<file path="src/rtl/prg_map_pkg.sv">
package prg_map_pkg;
  localparam int BANK_W    = 8;
  localparam int ROM_IDX_W = BANK_W - 1;
  localparam int RAM_SEL_W = 3;

  localparam int RAM_NONE = 0;
  localparam int RAM_8K   = 1;
  localparam int RAM_16K  = 2;
  localparam int RAM_32K  = 3;
  localparam int RAM_40K  = 4;
  localparam int RAM_64K  = 5;

  typedef enum logic [1:0] {
    MODE_32K   = 2'd0,
    MODE_16K   = 2'd1,
    MODE_16K8K = 2'd2,
    MODE_8K    = 2'd3
  } prg_mode_e;

  typedef struct packed {
    logic                 valid;
    logic [RAM_SEL_W-1:0] bank;
  } ram_map_t;

  // RAM bank translation for a given fitted RAM size
  function automatic ram_map_t ram_xlate(input int cfg, input logic [RAM_SEL_W-1:0] sel);
    ram_map_t r;
    r.valid = 1'b0;
    r.bank  = '0;
    case (cfg)
      RAM_8K:  begin r.valid = ~sel[2]; r.bank = '0; end
      RAM_16K: begin r.valid = 1'b1;    r.bank = {2'b00, sel[2]}; end
      RAM_32K: begin r.valid = ~sel[2]; r.bank = {1'b0, sel[1:0]}; end
      RAM_40K: begin r.valid = 1'b1;    r.bank = sel[2] ? 3'd4 : {1'b0, sel[1:0]}; end
      RAM_64K: begin r.valid = 1'b1;    r.bank = sel; end
      default: begin r.valid = 1'b0;    r.bank = '0; end
    endcase
    return r;
  endfunction
endpackage

</file>
<file path="src/rtl/prg_regfile.sv">
module prg_regfile
  import prg_map_pkg::*;
#(
  parameter logic [15:0] REG_BASE = 16'h5100
) (
  input  logic                       clk,
  input  logic                       rst,
  input  logic [15:0]                cpu_addr,
  input  logic [BANK_W-1:0]          cpu_wdata,
  input  logic                       cpu_wr,
  output logic [1:0]                 mode,
  output logic [2:0][BANK_W-1:0]     bank_lo,
  output logic [ROM_IDX_W-1:0]       bank_hi,
  output logic [RAM_SEL_W-1:0]       ram_win,
  output logic                       unlocked
);
  localparam logic [15:0] A_MODE  = REG_BASE + 16'h0000;
  localparam logic [15:0] A_PROTA = REG_BASE + 16'h0002;
  localparam logic [15:0] A_PROTB = REG_BASE + 16'h0003;
  localparam logic [15:0] A_RAMW  = REG_BASE + 16'h0013;
  localparam logic [15:0] A_BANK  = REG_BASE + 16'h0014;
  localparam logic [BANK_W-1:0] KEY_A = 8'h02;
  localparam logic [BANK_W-1:0] KEY_B = 8'h01;

  logic [BANK_W-1:0] prot_a, prot_b;

  always_ff @(posedge clk) begin
    if (rst) begin
      mode    <= MODE_8K;
      bank_hi <= '1;
      ram_win <= '0;
      prot_a  <= '0;
      prot_b  <= '0;
    end else if (cpu_wr) begin
      if (cpu_addr == A_MODE)           mode    <= cpu_wdata[1:0];
      if (cpu_addr == A_PROTA)          prot_a  <= cpu_wdata;
      if (cpu_addr == A_PROTB)          prot_b  <= cpu_wdata;
      if (cpu_addr == A_RAMW)           ram_win <= cpu_wdata[RAM_SEL_W-1:0];
      if (cpu_addr == A_BANK + 16'd3)   bank_hi <= cpu_wdata[ROM_IDX_W-1:0];
    end
  end

  for (genvar i = 0; i < 3; i++) begin : g_bank
    always_ff @(posedge clk) begin
      if (rst)
        bank_lo[i] <= '1;
      else if (cpu_wr && cpu_addr == A_BANK + 16'(i))
        bank_lo[i] <= cpu_wdata;
    end
  end

  assign unlocked = (prot_a == KEY_A) && (prot_b == KEY_B);
endmodule

</file>
<file path="src/rtl/prg_window_decode.sv">
module prg_window_decode
  import prg_map_pkg::*;
#(
  parameter int RAM_CFG = RAM_32K
) (
  input  logic [2:0]                 addr_hi,
  input  logic [1:0]                 mode,
  input  logic [2:0][BANK_W-1:0]     bank_lo,
  input  logic [ROM_IDX_W-1:0]       bank_hi,
  input  logic [RAM_SEL_W-1:0]       ram_win,
  output logic                       in_range,
  output logic                       is_rom,
  output logic                       is_ram,
  output logic [ROM_IDX_W-1:0]       idx
);
  logic [1:0]        win;
  logic [BANK_W-1:0] val;
  logic              flagged;
  ram_map_t          xl;

  assign win = addr_hi[1:0];

  always_comb begin
    in_range = addr_hi[2] | (addr_hi == 3'b011);
    is_rom   = 1'b0;
    is_ram   = 1'b0;
    idx      = '0;
    val      = '0;
    flagged  = 1'b0;
    xl       = '0;
    if (!addr_hi[2]) begin
      xl     = ram_xlate(RAM_CFG, ram_win);
      is_ram = in_range & xl.valid;
      idx    = {{(ROM_IDX_W-RAM_SEL_W){1'b0}}, xl.bank};
    end else begin
      case (mode)
        MODE_32K: begin
          is_rom = 1'b1;
          idx    = {bank_hi[6:2], win};
        end
        MODE_16K: begin
          if (!win[1]) begin
            flagged = 1'b1;
            val     = {bank_lo[1][7:1], win[0]};
          end else begin
            is_rom = 1'b1;
            idx    = {bank_hi[6:1], win[0]};
          end
        end
        MODE_16K8K: begin
          if (!win[1]) begin
            flagged = 1'b1;
            val     = {bank_lo[1][7:1], win[0]};
          end else if (!win[0]) begin
            flagged = 1'b1;
            val     = bank_lo[2];
          end else begin
            is_rom = 1'b1;
            idx    = bank_hi;
          end
        end
        default: begin
          case (win)
            2'd0: begin flagged = 1'b1; val = bank_lo[0]; end
            2'd1: begin flagged = 1'b1; val = bank_lo[1]; end
            2'd2: begin flagged = 1'b1; val = bank_lo[2]; end
            default: begin is_rom = 1'b1; idx = bank_hi; end
          endcase
        end
      endcase
      if (flagged) begin
        if (val[7]) begin
          is_rom = 1'b1;
          idx    = val[6:0];
        end else begin
          xl     = ram_xlate(RAM_CFG, val[2:0]);
          is_ram = xl.valid;
          idx    = {{(ROM_IDX_W-RAM_SEL_W){1'b0}}, xl.bank};
        end
      end
    end
  end
endmodule

</file>
<file path="src/rtl/prg_access_gate.sv">
module prg_access_gate
  import prg_map_pkg::*;
#(
  parameter int WIN_AW = 13,
  localparam int MEM_AW = ROM_IDX_W + WIN_AW
) (
  input  logic                 clk,
  input  logic                 rst,
  input  logic [15:0]          cpu_addr,
  input  logic                 cpu_rd,
  input  logic                 cpu_wr,
  input  logic                 in_range,
  input  logic                 is_rom,
  input  logic                 is_ram,
  input  logic [ROM_IDX_W-1:0] idx,
  input  logic                 unlocked,
  output logic                 rom_sel,
  output logic                 ram_sel,
  output logic [MEM_AW-1:0]    mem_addr,
  output logic                 mem_rd,
  output logic                 mem_wr,
  output logic                 bus_float,
  output logic [7:0]           float_data
);
  logic acc, hit, miss;

  assign acc  = (cpu_rd | cpu_wr) & in_range;
  assign hit  = is_rom | is_ram;
  assign miss = cpu_rd & in_range & ~hit;

  always_ff @(posedge clk) begin
    if (rst) begin
      rom_sel    <= 1'b0;
      ram_sel    <= 1'b0;
      mem_addr   <= '0;
      mem_rd     <= 1'b0;
      mem_wr     <= 1'b0;
      bus_float  <= 1'b0;
      float_data <= '0;
    end else begin
      rom_sel    <= acc & is_rom;
      ram_sel    <= acc & is_ram;
      mem_addr   <= {idx, cpu_addr[WIN_AW-1:0]};
      mem_rd     <= cpu_rd & in_range & hit;
      mem_wr     <= cpu_wr & in_range & is_ram & unlocked;
      bus_float  <= miss;
      float_data <= miss ? cpu_addr[15:8] : 8'h00;
    end
  end
endmodule

</file>
<file path="src/rtl/prg_bank_mapper.sv">
module prg_bank_mapper
  import prg_map_pkg::*;
#(
  parameter int          RAM_CFG  = RAM_32K,
  parameter int          WIN_AW   = 13,
  parameter logic [15:0] REG_BASE = 16'h5100,
  localparam int         MEM_AW   = ROM_IDX_W + WIN_AW
) (
  input  logic              clk,
  input  logic              rst,
  input  logic [15:0]       cpu_addr,
  input  logic [7:0]        cpu_wdata,
  input  logic              cpu_rd,
  input  logic              cpu_wr,
  output logic              rom_sel,
  output logic              ram_sel,
  output logic [MEM_AW-1:0] mem_addr,
  output logic              mem_rd,
  output logic              mem_wr,
  output logic              bus_float,
  output logic [7:0]        float_data
);
  logic [1:0]             mode;
  logic [2:0][BANK_W-1:0] bank_lo;
  logic [ROM_IDX_W-1:0]   bank_hi;
  logic [RAM_SEL_W-1:0]   ram_win;
  logic                   unlocked;
  logic                   in_range, is_rom, is_ram;
  logic [ROM_IDX_W-1:0]   idx;

  prg_regfile #(.REG_BASE(REG_BASE)) u_regs (
    .clk(clk), .rst(rst), .cpu_addr(cpu_addr), .cpu_wdata(cpu_wdata),
    .cpu_wr(cpu_wr), .mode(mode), .bank_lo(bank_lo), .bank_hi(bank_hi),
    .ram_win(ram_win), .unlocked(unlocked)
  );

  prg_window_decode #(.RAM_CFG(RAM_CFG)) u_dec (
    .addr_hi(cpu_addr[15:13]), .mode(mode), .bank_lo(bank_lo),
    .bank_hi(bank_hi), .ram_win(ram_win), .in_range(in_range),
    .is_rom(is_rom), .is_ram(is_ram), .idx(idx)
  );

  prg_access_gate #(.WIN_AW(WIN_AW)) u_gate (
    .clk(clk), .rst(rst), .cpu_addr(cpu_addr), .cpu_rd(cpu_rd),
    .cpu_wr(cpu_wr), .in_range(in_range), .is_rom(is_rom), .is_ram(is_ram),
    .idx(idx), .unlocked(unlocked), .rom_sel(rom_sel), .ram_sel(ram_sel),
    .mem_addr(mem_addr), .mem_rd(mem_rd), .mem_wr(mem_wr),
    .bus_float(bus_float), .float_data(float_data)
  );
endmodule

</file>
<file path="config.mk">
export PLATFORM = sky130hd
export DESIGN_NAME = prg_bank_mapper
export DESIGN_NICKNAME = d
export VERILOG_FILES = /design/src/rtl/prg_map_pkg.sv /design/src/rtl/prg_regfile.sv /design/src/rtl/prg_window_decode.sv /design/src/rtl/prg_access_gate.sv /design/src/rtl/prg_bank_mapper.sv
export SDC_FILE = /design/constraint.sdc
export NUM_CORES = 1
export LEC_CHECK = 0
export BUFFER_PORTS_ARGS = -buffer_cell sky130_fd_sc_hd__buf_4
export CORE_UTILIZATION = 58
export CTS_BUF_LIST = sky130_fd_sc_hd__clkbuf_2
export DETAILED_ROUTE_END_ITERATION = 7
export MAX_ROUTING_LAYER = met4
export PLACE_DENSITY_LB_ADDON = 0.25
export SETUP_SLACK_MARGIN = 0.5
export SYNTH_ARGS = -nofsm -noshare
export SYNTH_HDL_FRONTEND = slang
export SYNTH_HIERARCHICAL = 1
export SYNTH_SLANG_ARGS = --single-unit
</file>
<file path="constraint.sdc">
create_clock -name clk -period 2.5 [get_ports clk]
set_input_delay 0.125 -clock clk [delete_from_list [all_inputs] [get_ports clk]]
set_output_delay 0.125 -clock clk [all_outputs]
set_load 0.01 [all_outputs]
</file>
==> impl_metrics.yaml, run 1 <==
status:
  status: "finished, final reports clean"
grt:
  grt.busiest_layer: "met2"
  gr-usage-met1_pct: 35.73
  overflow: 0
  gr-usage-met2_pct: 45.46
  antenna_found_initial: 0
  met3_usage_pct: 6.742
  grt_pass1_wl_um: 13870
  grt_pass1_vias: 2892
  track_usage_pct: 29.19
  grt_max_degree: 71
yosys:
  synth_simple_gate_area_share_pct: 26.66
  synth_cell_types: 54
  synth.avg_cell_area_um2: 9.411
  synth-main-ff-cell: "dfxtp_1"
  ys_seq_elements: 85
  syn-cell-area_um2: 3642
  synth-xor-area-share_pct: 0
  synth_top_family_by_area: "simple AND/OR/NAND/NOR gates"
  synthAdderAreaFrac_pct: 0
  ys_warn_count: 6
  synthTopCellsByArea: "dfxtp_1 (47%), mux2i_1 (12%), nor2_1 (5.3%)"
  synth-compound-area-share_pct: 11.34
  synth_edf_count: 0
  syn_inst: 387
  syn_nets: 415
  synth_top_cell_by_area: "dfxtp_1"
  async_flop_share_pct: 0
  ys_seq_area_share_pct: 46.72
  yosys.area.top_type_share_pct: 46.72
  muxShareOfSynthArea_pct: 11.82
timing:
  slew_headroom_pct: 54.18
  holdWs_ns: 0.1263
  period_needed_ns: 1.869
  max_freq_mhz: 535.1
  setup_tns_ns: 0
  hold_viol: 0
  maxSlewViolCount: 0
  fin_skew_ns: 0.02459
  setup_viol: 0
  worst_pin_slew_ns: 0.6873
  layout_setup_ws_ns: 0.6311
  rsz0062_at_grt: "false"
  min_period_over_period_pct: 74.75
worst_setup_path:
  slowest_delay_ns: 0.43
  cp-startpoint: "u_regs/mode[0]"
  required_ns: 2.95
  path_cells: "nor2b_4 -> mux2i_1 -> o311a_1 -> a31o_1 -> nand4bb_4 -> nor3b_2"
  slowest_stage: "dfxtp_2"
  end_kind: "flop"
  crit_end: "u_gate/float_data[7]"
  critPathArrivalTime_ns: 2.32
  reg2reg_to: "u_gate/float_data[7]"
  path_max_fanout: 9
  reg2reg_from: "u_regs/mode[0]"
  reg2reg_slack_ns: 0.63
  r2r_cells: 6
  path_class: "flop to flop"
  start_kind: "flop"
power_and_ir_drop:
  ir_drop_v: 0.0003851
  clkPwrFrac_pct: 31.5
  p_leak_nw: 1.749
  p_seq_share_pct: 56.8
  power_frac_comb_pct: 11.7
  p_int_mw: 1.844
  power_mw: 2.443
  p_sw_share_pct: 24.51
  switchingPower_mw: 0.5988
  powerDensity_nw_per_um2: 537.8
clock_network:
  numCtsBuffers: 9
  cts_tree: "yes"
  clk-insertion-delay-late_ns: 0.53
  cts_root_buf: "clkbuf_2"
  cts_sinks: 85
  clk_pin_slew_ns: 0.21
  cts_max_path_buffers: 2
  cts.htree.levels: 3
routing:
  vias: 3154
  vias_per_cell: 5.735
  wirelength_um: 8946
  wire_per_inst_um: 16.27
  firstDrtPassIters: 5
  first_iter_violations: 234
  ant_nets: 0
  drc: 0
final_layout:
  area_growth_syn_to_layout_pct: 24.70
  fin_util_pct: 75.81
  mostFrequentLayoutCell: "dfxtp_1"
  final_cell_mix: "dfxtp_1 (83), buf_4 (68), nor2_1 (51), mux2i_1 (43), nor2b_1 (28)"
  antenna_cells: 0
  nets: 498
  drive_gt1_share_pct: 21.26
min_path:
  min_path_type: "input port to flop"
  whs_path_depth: 2
floorplanning:
  die_area_um2: 6601
  core.rowCount: 28
  die_y_um: 81.25
  start_util_pct: 60.80
  core_um2: 5991
  io_pins: 61
  die_width_um: 81.25
place:
  hpwlAfterDp_um: 5838
  pre_cts_ws_ns: 0.2961
  io_buffers: 60
  place_congestion: 0.8509
run:
  cap_violations: 0
registers in the layout (all words and copies together) (netlist names):
name / flops
u_regs/prot_a: 8
u_gate/mem_wr: 1
u_gate/mem_rd: 1
u_regs/ram_win: 3
u_gate/ram_sel: 1
u_gate/bus_float: 1
u_regs/bank_lo: 24
u_gate/rom_sel: 1
u_gate/float_data: 8
u_gate/mem_addr: 20
u_regs/mode: 2
u_regs/bank_hi: 7
u_regs/prot_b: 8
how the worst min path moves through the flow:
stage | slack, ns | startpoint | to
after global routing | 0.09 | rst | u_gate/mem_addr[3]
after global placement | 0.35 | cpu_addr[5] | u_gate/mem_addr[5]
after detailed placement | 0.37 | cpu_addr[5] | u_gate/mem_addr[5]
final | 0.13 | rst | u_gate/mem_addr[3]
after CTS | 0.08 | rst | u_gate/bus_float
after floorplan | 0.20 | rst | u_gate/mem_addr[10]
area by class of cell:
cell class	instances	area, um^2
Multi-Input combinational cell	276	1831
Sequential cell	85	1704
Fill cell	426	1449
Timing Repair Buffer	94	770.7
Tap cell	75	93.84
Clock inverter	6	77.57
Clock buffer	10	50.05
Inverter	4	15.01
power groups by stage:
stage               Clock [mW]  Sequential, mW  Combinational [mW]
global route             0.841            1.39               0.308
CTS                      0.779            1.39               0.281
global placement             0            1.41               0.239
finish                   0.769            1.39               0.286
floorplan                    0            1.43               0.126
detailed placement           0            1.41               0.243
kinds of logic after synthesis:
group | Yosys count
compound gates | 66
buf+inv | 26
flops | 85
mux | 43
simple gates | 167
synthesized netlist by cell type (all sizes together), types with 2 or more instances:
| library cell | instances |
|---|---|
| a211oi | 5 |
| a21oi | 22 |
| a221oi | 4 |
| and2 | 3 |
| and4 | 3 |
| buf | 9 |
| clkbuf | 13 |
| dfxtp | 85 |
| inv | 3 |
| mux2i | 43 |
| nand2 | 14 |
| nand2b | 14 |
| nand3 | 12 |
| nand3b | 5 |
| nand4 | 10 |
| nor2 | 53 |
| nor2b | 29 |
| nor3 | 4 |
| nor3b | 7 |
| nor4 | 3 |
| nor4b | 3 |
| o21ai | 24 |
| or3b | 2 |
metal layers:
| metal | vias up | routed length [um] |
|---|---|---|
| li1 | 1527 | - |
| met1 | 1469 | 3910 |
| met2 | 137 | 4174 |
| met3 | 21 | 630 |
| met4 | 0 | 230 |
| met5 | - | 0 |
worst max-delay path, delay by kind of cell (launching register included):
family,cells,cell delay [ns]
and+or+nand+nor,3,0.71
AOI/OAI and AO/OA,2,0.60
DFF,1,0.43
muxes,1,0.08
repair_timing:
action                     in CTS  in global routing
hold buffers                   26                  0
buffers inserted                0                  0
hold endpoints to repair       79                  0
resized for setup               4                  0
setup endpoints to repair       9                  0
metrics by stage:
| step | instances | area [um^2] |
|---|---|---|
| 2_1_floorplan | 387 | 3642 |
| 3_3_place_gp | 508 | 4135 |
| 3_5_place_dp | 508 | 4135 |
| 4_1_cts | 550 | 4542 |
| 5_1_grt | 550 | 4542 |
| 6_report | 550 | 4542 |
Power figures use the tool's default switching activity.
==> run 2: changes to the inputs <==
- CORE_UTILIZATION: 58 -> 52
- clock period: 2.5 -> 1.5 ns (I/O delays scaled with it)
==> run 2 against run 1 <==
  * The run now ends with setup timing left
  * Critical path depth grew 1
  * Clock-buffer cell count grew 2
  * Non-clock buffer count grew 35
  * Critical endpoint is now u_gate/float_data[6]
==> impl_metrics.yaml, run 2 (synthesis results as in run 1) <==
routing:
  drc: 0
  first_iter_violations: 319
  ant_nets: 0
  vias: 3529
  wirelength_um: 11690
  vias_per_cell: 5.823
  wire_per_inst_um: 19.29
  firstDrtPassIters: 5
timing:
  setup_viol: 17
  rsz0062_at_grt: "true"
  holdWs_ns: 0.02256
  layout_setup_ws_ns: -0.4334
  fin_skew_ns: 0.04082
  slew_headroom_pct: 58.49
  setup_tns_ns: -4.580
  maxSlewViolCount: 0
  hold_viol: 0
  max_freq_mhz: 517.2
  min_period_over_period_pct: 128.9
  worst_pin_slew_ns: 0.6226
  period_needed_ns: 1.933
worst_setup_path:
  cp-startpoint: "u_regs/mode[0]"
  slowest_delay_ns: 0.41
  critPathArrivalTime_ns: 2.39
  path_buf_inv: 1
  path_class: "flop to flop"
  start_kind: "flop"
  reg2reg_from: "u_regs/mode[0]"
  path_cells: "nor2b_4 -> mux2i_1 -> o311a_1 -> a31o_1 -> nand4bb_4 -> buf_6 -> nor3b_2"
  r2r_cells: 7
  reg2reg_to: "u_gate/float_data[6]"
  critPathTopFamily: "simple AND/OR/NAND/NOR gates"
  path_max_fanout: 5
  slowest_stage: "dfxtp_4"
  reg2reg_slack_ns: -0.43
  required_ns: 1.96
  end_kind: "flop"
final_layout:
  fillCellCount: 433
  antenna_cells: 0
  top_regs: "u_regs/bank_lo x24, u_gate/mem_addr x20"
  mostFrequentLayoutCell: "buf_4"
  fin_util_pct: 77.44
  drive_gt1_share_pct: 38.43
  area_growth_syn_to_layout_pct: 44.45
  largest_reg_flops: 24
  top_register: "u_regs/bank_lo"
  nets: 533
  instances_no_fill: 606
  final_cell_mix: "buf_4 (57), dfxtp_1 (51), nor2_1 (48), mux2i_1 (43), buf_6 (40)"
clock_network:
  numCtsBuffers: 9
  cts_max_path_buffers: 2
  cts_root_buf: "clkbuf_2"
  clk_pin_slew_ns: 0.21
  cts.htree.levels: 3
  clk-insertion-delay-late_ns: 0.58
  cts_sinks: 85
  cts_tree: "yes"
place:
  dp.cells: 558
  hpwlAfterDp_um: 6444
  place_congestion: 0.9096
  io_buffers: 60
power_and_ir_drop:
  ir_drop_v: 0.0006305
  p_leak_nw: 2.050
  p_seq_share_pct: 54.1
  switchingPower_mw: 1.107
  power_frac_comb_pct: 14.6
  clkPwrFrac_pct: 31.4
  p_int_mw: 3.191
  p_sw_share_pct: 25.76
  powerDensity_nw_per_um2: 816.8
  power_mw: 4.297
status:
  violations: "setup timing"
  status: "complete, but fails checks"
grt:
  track_usage_pct: 30.58
  grt_pass1_vias: 3363
  overflow: 0
  antenna_found_initial: 0
  grt_max_degree: 63
  grt_pass1_wl_um: 16680
floorplanning:
  core_um2: 6794
  die_y_um: 85.69
  die_area_um2: 7343
  core.rowCount: 30
  die_width_um: 85.69
  start_util_pct: 53.61
  io_pins: 61
min_path:
  worstHoldStart: "rst"
  whs_endpoint: "u_gate/mem_addr[17]"
  whs_path_depth: 2
  min_path_type: "input port to flop"
run:
  cap_violations: 0
-- run 2: cell count changes in the layout (fill, tap and decap cells not counted), moves of 10 or more --
cell,before,now
buf_4,68,57
buf_6,0,40
dfxtp_1,83,51
dfxtp_2,2,31
o21ai_0,18,1
o21ai_1,5,15
-- run 2: what timing repair did --
action                                  CTS  global route
resized for setup                        81            21
hold buffers                             26             0
hold endpoints to repair                 78             0
endpoints found under the setup margin   77            86
pin swaps                                14             6
setup buffers                             4             1
gates cloned                              1             0
-- run 2: power groups by stage --
stage	clock network, mW	logic (mW)	registers [mW]
after floorplan	0	0.223	2.38
after global placement	0	0.462	2.36
after detailed placement	0	0.470	2.36
after CTS	1.32	0.575	2.32
after global routing	1.45	0.659	2.33
final	1.35	0.626	2.32
-- run 2: cell type report --
class,count,area (um^2),share of cell area (%)
tap,96,120.1,2.283
inverter,4,15.01,0.2854
multi-input combinational,276,1991,37.84
timing repair buffer,129,1251,23.78
clock inverter,4,72.57,1.379
sequential,85,1752,33.29
clock buffer,12,60.06,1.141
-- run 2: worst reg2reg max path: stages, from the launching register on --
cell and delay, ns:
dfxtp_4 0.41, nor2b_4 0.16, mux2i_1 0.10, o311a_1 0.34, a31o_1 0.23, nand4bb_4 0.21
buf_6 0.16, nor3b_2 0.23
-- run 2: metrics by stage --
stage / setup WS, ns / area [um^2]
floorplan: -0.1239 / 3739
detailed placement: -0.2013 / 4506
global placement: -0.1289 / 4506
global route: -0.5066 / 5261
CTS: -0.2673 / 5181
finish: -0.4334 / 5261
-- run 2: worst max-delay path by stage --
stage / end / slack (ns) / cells after the start
floorplan: u_gate/float_data[5] / -0.12 / 7
global placement: u_gate/float_data[5] / -0.13 / 7
detailed placement: u_gate/float_data[5] / -0.20 / 7
CTS: u_gate/float_data[5] / -0.27 / 7
global route: u_gate/float_data[6] / -0.51 / 7
finish: u_gate/float_data[6] / -0.43 / 7
-- run 2: per-layer routing --
| layer | vias up | track usage (%) | part of all wire [%] |
|---|---|---|---|
| met5 | - | - | 0 |
| met4 | 0 | 10.91 | 2.7 |
| met3 | 36 | 5.582 | 5.9 |
| met1 | 1709 | 36.95 | 41 |
| met2 | 179 | 51.35 | 51 |
| li1 | 1605 | - | - |
==> run 3: changes to the inputs <==
- REMOVE_ABC_BUFFERS: unset -> 1
==> run 3 against run 2 <==
  * The flow still finishes with violations (setup timing)
  * First-iteration DRC count is 30% lower
  * Register-to-register slack gained 0.097 ns
  * Fmax up 5.3%
  * Clock-buffer cell count shrank 2
  * Clock power decreased by 16%
  * Largest cell class unchanged
  * Critical endpoint is now u_gate/mem_rd
  * Critical path type unchanged
==> impl_metrics.yaml, run 3 (synthesis results as in run 1) <==
floorplanning:
  die_width_um: 85.69
  core_um2: 6794
  die_y_um: 85.69
  core.rowCount: 30
  die_area_um2: 7343
  io_pins: 61
  start_util_pct: 53.61
final_layout:
  mostFrequentLayoutCell: "buf_4"
  drive_gt1_share_pct: 35.36
  top_register: "u_regs/bank_lo"
  area_growth_syn_to_layout_pct: 40.91
  fin_util_pct: 75.54
  antenna_cells: 0
  top_regs: "u_regs/bank_lo x24, u_gate/mem_addr x20"
  fillCellCount: 438
  nets: 533
  final_cell_mix: "buf_4 (56), dfxtp_1 (54), nor2_1 (51), mux2i_1 (42), buf_6 (41)"
  largest_reg_flops: 24
timing:
  setup_viol: 18
  hold_viol: 0
  slew_headroom_pct: 59.07
  period_needed_ns: 1.837
  setup_tns_ns: -3.800
  max_freq_mhz: 544.5
  worst_pin_slew_ns: 0.6140
  min_period_over_period_pct: 122.4
  rsz0062_at_grt: "true"
  fin_skew_ns: 0.03253
  maxSlewViolCount: 0
  layout_setup_ws_ns: -0.3366
place:
  place_congestion: 0.8721
  io_buffers: 60
  hpwlAfterDp_um: 6011
min_path:
  min_path_type: "input port to flop"
  whs_path_depth: 2
grt:
  antenna_found_initial: 0
  grt_max_degree: 63
  grt_pass1_wl_um: 15270
  grt_pass1_vias: 3053
  overflow: 0
  track_usage_pct: 27.76
routing:
  vias: 3309
  first_iter_violations: 222
  firstDrtPassIters: 5
  vias_per_cell: 5.469
  wirelength_um: 9933
  drc: 0
  ant_nets: 0
  wire_per_inst_um: 16.42
worst_setup_path:
  end_kind: "flop"
  required_ns: 1.91
  critPathArrivalTime_ns: 2.25
  reg2reg_to: "u_gate/mem_rd"
  r2r_cells: 8
  cp-startpoint: "u_regs/mode[0]"
  reg2reg_from: "u_regs/mode[0]"
  reg2reg_slack_ns: -0.34
  start_kind: "flop"
  slowest_delay_ns: 0.40
  path_class: "flop to flop"
  path_cells: "nor2b_4 -> mux2i_2 -> o311a_1 -> a31o_1 -> buf_4 -> buf_6 -> o211ai_1 -> nor2_1"
  crit_end: "u_gate/mem_rd"
  path_max_fanout: 3
  slowest_stage: "dfxtp_4"
clock_network:
  clk-insertion-delay-late_ns: 0.52
  clk_pin_slew_ns: 0.24
  cts.htree.levels: 3
  cts_sinks: 85
  cts_tree: "yes"
  numCtsBuffers: 9
  cts_max_path_buffers: 2
  cts_root_buf: "clkbuf_2"
power_and_ir_drop:
  powerDensity_nw_per_um2: 786.7
  clkPwrFrac_pct: 28.2
  p_leak_nw: 2.011
  power_frac_comb_pct: 14.3
  p_int_mw: 2.987
  power_mw: 4.037
  p_sw_share_pct: 26.03
  ir_drop_v: 0.0006310
  p_seq_share_pct: 57.5
  switchingPower_mw: 1.051
status:
  status: "complete, but fails checks"
  violations: "setup timing"
run:
  cap_violations: 0
## run 3: critical path: cells and delay by family (launching register included)
| family | cells | cell delay [ns] |
|---|---|---|
| AOI/OAI and AO/OA | 3 | 0.71 |
| buffers and inverters | 2 | 0.25 |
| DFF | 1 | 0.40 |
| muxes | 1 | 0.16 |
| and+or+nand+nor | 2 | 0.21 |
## run 3: how the worst min path moves through the flow
stage / slack [ns] / end / start
3_5_place_dp: 0.31 / u_gate/mem_addr[7] / cpu_addr[7]
6_report: 0.06 / u_gate/mem_addr[16] / rst
4_1_cts: -0.09 / u_gate/float_data[7] / cpu_addr[15]
2_1_floorplan: 0.14 / u_regs/prot_a[0] / rst
3_3_place_gp: 0.30 / u_gate/mem_addr[6] / cpu_addr[6]
5_1_grt: 0.03 / u_regs/prot_b[0] / cpu_addr[2]
## run 3: cell type report
class / instances / area (um^2) / share of cell area [%]
tap: 96 / 120.1 / 2.340
sequential: 85 / 1745 / 34.01
inverter: 4 / 15.01 / 0.2925
clock inverter: 5 / 52.55 / 1.024
clock buffer: 10 / 50.05 / 0.9751
multi-input combinational: 276 / 1914 / 37.30
timing repair buffer: 129 / 1235 / 24.06
## run 3: repair_timing
item | in CTS | in global routing
buffers inserted | 4 | 5
pin swaps | 15 | 12
gates resized for setup | 82 | 26
cloned | 1 | 0
hold endpoints to repair | 79 | 5
setup endpoints to repair | 79 | 81
hold buffers | 23 | 4
## run 3: layer usage
layer	part of all wire (%)	track usage, %	up-vias	routed length, um
met1	44	36.41	1579	4348
met2	50	43.78	114	4966
met4	1.8	10.00	0	175
met3	4.4	4.139	18	442
li1	-	-	1598	-
met5	0	-	-	0
## run 3: through the flow
| step | hold WS (ns) | setup slack (ns) | cells | instance area (um^2) |
|---|---|---|---|---|
| CTS | -0.09473 | -0.2970 | 596 | 5002 |
| global placement | 0.2995 | -0.2480 | 553 | 4379 |
| detailed placement | 0.3056 | -0.3688 | 553 | 4379 |
| finish | 0.05547 | -0.3366 | 605 | 5132 |
| floorplan | 0.1441 | -0.4135 | 365 | 3531 |
| global route | 0.02643 | -0.3750 | 605 | 5132 |
## run 3: power groups by stage
stage	Combinational, mW	Sequential [mW]	Clock, mW
after floorplan	0.157	2.38	0
after global placement	0.439	2.36	0
after detailed placement	0.445	2.35	0
after CTS	0.544	2.32	1.14
after global routing	0.616	2.33	1.24
final	0.577	2.32	1.14
